==> config.mk <==
export PLATFORM = sky130hd
export DESIGN_NAME = rq_mod_gen
export DESIGN_NICKNAME = d
export VERILOG_FILES = /design/src/rtl/rq_pkg.sv /design/src/rtl/rq_half_sum.sv /design/src/rtl/rq_correct.sv /design/src/rtl/rq_quot_adj.sv /design/src/rtl/rq_mod_gen.sv
export SDC_FILE = /design/constraint.sdc
export NUM_CORES = 1
export LEC_CHECK = 0
export ABC_AREA = 0
export BUFFER_PORTS_ARGS = -buffer_cell sky130_fd_sc_hd__buf_2
export CAP_MARGIN = 10
export CORE_ASPECT_RATIO = 0.75
export CORE_MARGIN = 1
export CORE_UTILIZATION = 40
export CTS_BUF_LIST = sky130_fd_sc_hd__clkbuf_4 sky130_fd_sc_hd__clkbuf_8
export CTS_CLUSTER_DIAMETER = 150
export DETAILED_ROUTE_END_ITERATION = 12
export PLACE_DENSITY = 0.61
export SLEW_MARGIN = 20
export SYNTH_ARGS = -nofsm -noshare
export SYNTH_HDL_FRONTEND = slang
export SYNTH_HIERARCHICAL = 1
export SYNTH_SLANG_ARGS = --single-unit
==> constraint.sdc <==
create_clock -name clk -period 2.7 [get_ports clk]
set_clock_uncertainty 0.15 [all_clocks]
set_input_delay 0.54 -clock clk [delete_from_list [all_inputs] [get_ports clk]]
set_output_delay 0.54 -clock clk [all_outputs]
set_load 0.005 [all_outputs]
==> src/rtl/rq_pkg.sv <==
`timescale 1ns/1ps
package rq_pkg;
   // selector values for the correction variant
   localparam int RQ_CORR_CMP  = 0;
   localparam int RQ_CORR_FOLD = 1;

   function automatic int rq_modulus(input int k);
      return (1 << k) - 1;
   endfunction
endpackage

==> src/rtl/rq_half_sum.sv <==
`timescale 1ns/1ps
module rq_half_sum #(
   parameter int N_BITS = 12,
   localparam int K = N_BITS / 2
) (
   input  logic [N_BITS-1:0] x,
   output logic [K:0]        sum,
   output logic [K-1:0]      hi
);
   logic [K-1:0] lo_half;

   assign lo_half = x[K-1:0];
   assign hi      = x[N_BITS-1:K];
   assign sum     = {1'b0, lo_half} + {1'b0, hi};
endmodule

==> src/rtl/rq_correct.sv <==
`timescale 1ns/1ps
module rq_correct #(
   parameter int K          = 6,
   parameter int CORR_STYLE = 0
) (
   input  logic [K:0]   sum,
   output logic [K-1:0] rem,
   output logic [1:0]   cnt
);
   import rq_pkg::*;

   generate
      if (CORR_STYLE == RQ_CORR_CMP) begin : g_cmp
         localparam logic [K:0]   M1    = {1'b0, {K{1'b1}}};
         localparam logic [K:0]   M2    = {{K{1'b1}}, 1'b0};
         localparam logic [K-1:0] M1_LO = {K{1'b1}};
         localparam logic [K-1:0] M2_LO = {{(K-1){1'b1}}, 1'b0};

         always_comb begin
            if (sum >= M2) begin
               cnt = 2'd2;
               rem = sum[K-1:0] - M2_LO;
            end else if (sum >= M1) begin
               cnt = 2'd1;
               rem = sum[K-1:0] - M1_LO;
            end else begin
               cnt = 2'd0;
               rem = sum[K-1:0];
            end
         end
      end else begin : g_fold
         logic [K-1:0] folded;
         logic         all_ones;

         // the carry weighs 2^K = m + 1, so it folds back in as +1
         assign folded   = sum[K-1:0] + {{(K-1){1'b0}}, sum[K]};
         assign all_ones = &folded;
         assign rem      = all_ones ? '0 : folded;
         assign cnt      = {1'b0, sum[K]} + {1'b0, all_ones};
      end
   endgenerate
endmodule

==> src/rtl/rq_quot_adj.sv <==
`timescale 1ns/1ps
module rq_quot_adj #(
   parameter int K = 6
) (
   input  logic [K-1:0] hi,
   input  logic [1:0]   cnt,
   output logic [K:0]   q
);
   assign q = {1'b0, hi} + {{(K-1){1'b0}}, cnt};
endmodule

==> src/rtl/rq_mod_gen.sv <==
`timescale 1ns/1ps
module rq_mod_gen #(
   parameter int N_BITS     = 12,
   parameter int CORR_STYLE = 0,
   localparam int K = N_BITS / 2
) (
   input  logic              clk,
   input  logic              rst_n,
   input  logic              in_valid,
   input  logic [N_BITS-1:0] in_x,
   output logic              out_valid,
   output logic [K-1:0]      out_r,
   output logic [K:0]        out_q
);
   generate
      if ((N_BITS % 2) != 0 || N_BITS < 4 || N_BITS > 30) begin : g_bad_width
         $error("rq_mod_gen: N_BITS must be even and within 4..30");
      end
      if (CORR_STYLE != 0 && CORR_STYLE != 1) begin : g_bad_style
         $error("rq_mod_gen: CORR_STYLE must be 0 or 1");
      end
   endgenerate

   logic [K:0]   half_sum;
   logic [K-1:0] high_half;
   logic [K-1:0] rem_c;
   logic [1:0]   sub_cnt;
   logic [K:0]   quot_c;

   rq_half_sum #(.N_BITS(N_BITS)) u_sum (
      .x   (in_x),
      .sum (half_sum),
      .hi  (high_half)
   );

   rq_correct #(.K(K), .CORR_STYLE(CORR_STYLE)) u_corr (
      .sum (half_sum),
      .rem (rem_c),
      .cnt (sub_cnt)
   );

   rq_quot_adj #(.K(K)) u_qadj (
      .hi  (high_half),
      .cnt (sub_cnt),
      .q   (quot_c)
   );

   always_ff @(posedge clk or negedge rst_n) begin
      if (!rst_n) begin
         out_valid <= 1'b0;
         out_r     <= '0;
         out_q     <= '0;
      end else begin
         out_valid <= in_valid;
         if (in_valid) begin
            out_r <= rem_c;
            out_q <= quot_c;
         end
      end
   end
endmodule

==> impl_metrics.yaml <==
timing:
  fin_crit_sh_pct: 117
  tightestPinTransition_ns: 0.395
  setup_violations: 9
  fmax_mhz: 317
  period_needed_ns: 3.16
  setup_ws_ns: -0.455
  hold_viol: 0
  relSlewSlack_pct: 73.7
  hold_ws_ns: 0.0316
  rsz0062_at_grt: "true"
  maxSlewViolCount: 0
detailed_routing:
  dr.max_layer_used: "met4"
  wl_met1_um: 1430
  vias: 1126
  postRouteAntennaNets: 0
  met2_wirelength_um: 1600
  drt_iter0_markers: 33
  wl_met3_um: 101
  drcViolationCount: 0
  wirelength_um: 3170
  viasPerCell: 4.94
  drt_first_pass_iters: 4
  wire_per_inst_um: 13.9
floorplanning:
  die_y_um: 51.3
  dieArea_um2: 3480
  start_util_pct: 43.0
  rows: 17
  io-pin-count: 29
  die_w_um: 67.8
  core_area_um2: 3020
final_layout:
  fill_cells: 241
  layout-drive-gt1-share_pct: 67.4
  diodes: 0
  multiInputGateArea_um2: 1040
  fin_nets: 219
  finalCoreUtilization_pct: 67.3
  area_growth_pct: 56.5
  design_area_um2: 2030
  seq_area_um2: 350
power_and_ir_drop:
  ir_drop_uv: 392
  p_total_w: 0.00105
  leakage_nw: 0.958
  powerDensity_nw_per_um2: 517
synthesis:
  syn_area_per_cell_um2: 10.5
  synth-edff-count: 0
  syn_area_um2: 1300
  synth_top_area_share_pct: 27.0
  ys.flop_type: "dfrtp_1"
  yosys-top-cells-area: "dfrtp_1, mux2_4, ha_1"
  ys_ff_latch: 14
  synth_nets: 152
  syn_inst: 124
  synth_top_area_cell: "dfrtp_1"
  yosys.cell_types.count: 42
  yosysSeqAreaShare_pct: 27.0
  ys.warnings.count: 6
  postSynth.asyncResetShare_pct: 100
clock_network:
  htreeDepth: 1
  cts_buffer_depth: 2
  clkLatencyLatePin_ns: 0.24
  cts_sinks: 14
  hold_buffers: 0
  cts_root_buffer: "clkbuf_8"
  clk_pin_slew_ns: 0.06
  cts_tree: "done"
  cts-buffers-inserted: 3
worst_setup_path:
  cp_top_family: "adder cells"
  crit_type: "in -> reg"
  critPathSlowestCell: "fa_2"
  start_kind: "input port"
  max_stage_delay_ns: 0.38
  cp_cell_sequence: "buf_8, ha_4, inv_2, fa_2, nor2b_4, o31a_4, a21oi_4, nand3_4, a21oi_4, mux2_4, ha_4, inv_2, fa_2, nor2_2, xor2_1, mux2_4"
  arrival_ns: 3.13
  cp_data_required_time_ns: 2.68
  cp_num_buf_inv: 3
  end_kind: "flip-flop"
  path_max_fanout: 4
placement:
  gp_congestion: 0.840
  placed_area_um2: 1730
  dpl.hpwl_um: 2240
  placement.setup.worst_slack_ns: -0.734
  io_buffers: 28
global_routing:
  grt_overflow: 0
  grt_first_pass_wirelength_um: 4820
  track_usage_pct: 18.5
  grt_start_max_net_pins: 15
  antenna_found_initial: 0
  grt_pass1_vias: 1091
outcome:
  status: "complete, but fails checks"
  failed_checks: "setup timing"
flow_run:
  drv_cap: 0
hold_path:
  hold_class: "in -> async"
==> power breakdown <==
group          internal (W)  switching [W]  leakage [nW]  total [W]
Combinational      0.000322       0.000248         0.764   0.000570
Clock              0.000129      0.0000720        0.0288   0.000201
Sequential         0.000256      0.0000237         0.165   0.000279
Total              0.000707       0.000344         0.958    0.00105
==> metrics by stage <==
stage	instances	setup TNS, ns
finish	228	-2.98
floorplan	124	-3.29
detailed placement	211	-5.74
global route	228	-3.77
global placement	211	-4.97
CTS	220	-2.23
==> cell type report <==
type,instances,area share [%]
timing repair buffer,70,24.1
multi-input combinational,90,51.2
sequential,14,17.2
clock buffer,4,2.71
inverter,12,2.34
tap,38,2.34
==> path summary, 6_finish.rpt <==
kind                           from       end  slack (ns)  cells past startpoint
max                         in_x[6]  out_q[4]       -0.46                     16
min                           rst_n  out_r[2]        0.03                      1
max reg2reg                out_q[4]  out_q[4]        1.78                      1
min reg2reg                out_q[6]  out_q[6]        0.35                      1
min in group clk           out_q[6]  out_q[6]        0.35                      1
max in group asynchronous     rst_n  out_q[0]        2.13                      1
==> cell usage in the layout, fill, tap and decap left out, types with 3 or more instances in the layout <==
master | Yosys | layout
clkbuf_8 | 0 | 4
o21ai_1 | 0 | 6
nand2_2 | 0 | 3
xor2_1 | 3 | 3
buf_6 | 1 | 4
a21o_1 | 3 | 3
nor2_2 | 1 | 3
ha_1 | 11 | 6
inv_1 | 12 | 8
mux2_4 | 12 | 13
dfrtp_1 | 14 | 14
buf_2 | 1 | 26
buf_4 | 6 | 38
ha_4 | 0 | 4
inv_2 | 0 | 3
==> flip-flops by register name, summed over array words and instances (netlist names) <==
register and cells:
out_r 6, out_valid 1, out_q 7
==> cell families after synthesis <==
logic type | synth area share [%]
XOR/XNOR | 5.97
buffers and inverters | 8.19
flip-flops | 27.0
multiplexers | 19.0
AO/OA/AOI/OAI | 15.2
AND/OR/NAND/NOR | 11.0
adder cells (fa/ha/maj) | 13.7
==> timing repair <==
| item | in CTS | in global routing |
|---|---|---|
| setup buffers | 6 | 8 |
| gates resized for setup | 7 | 28 |
| setup endpoints to repair | 10 | 12 |
| pin swaps | 4 | 11 |
==> layer usage <==
layer	up-vias	GRT usage (%)
met5	-	0
met4	0	1.04
met3	3	4.69
met2	29	30.9
met1	528	25.2
li1	566	-
==> Yosys cell counts, types with 2 or more instances <==
cell type  count
mux2_4        12
nand3_1        2
nand2_1        5
dfrtp_1       14
a21oi_1        3
ha_1          11
mux2_2         3
buf_4          6
inv_1         12
xor2_1         3
o21ai_0        9
nand3_2        2
a21o_1         3
fa_1           2
a31oi_1        3
nor2_1         4
a21oi_2        2
xnor2_1        4
Note: power is estimated with default switching activity, not from simulation.
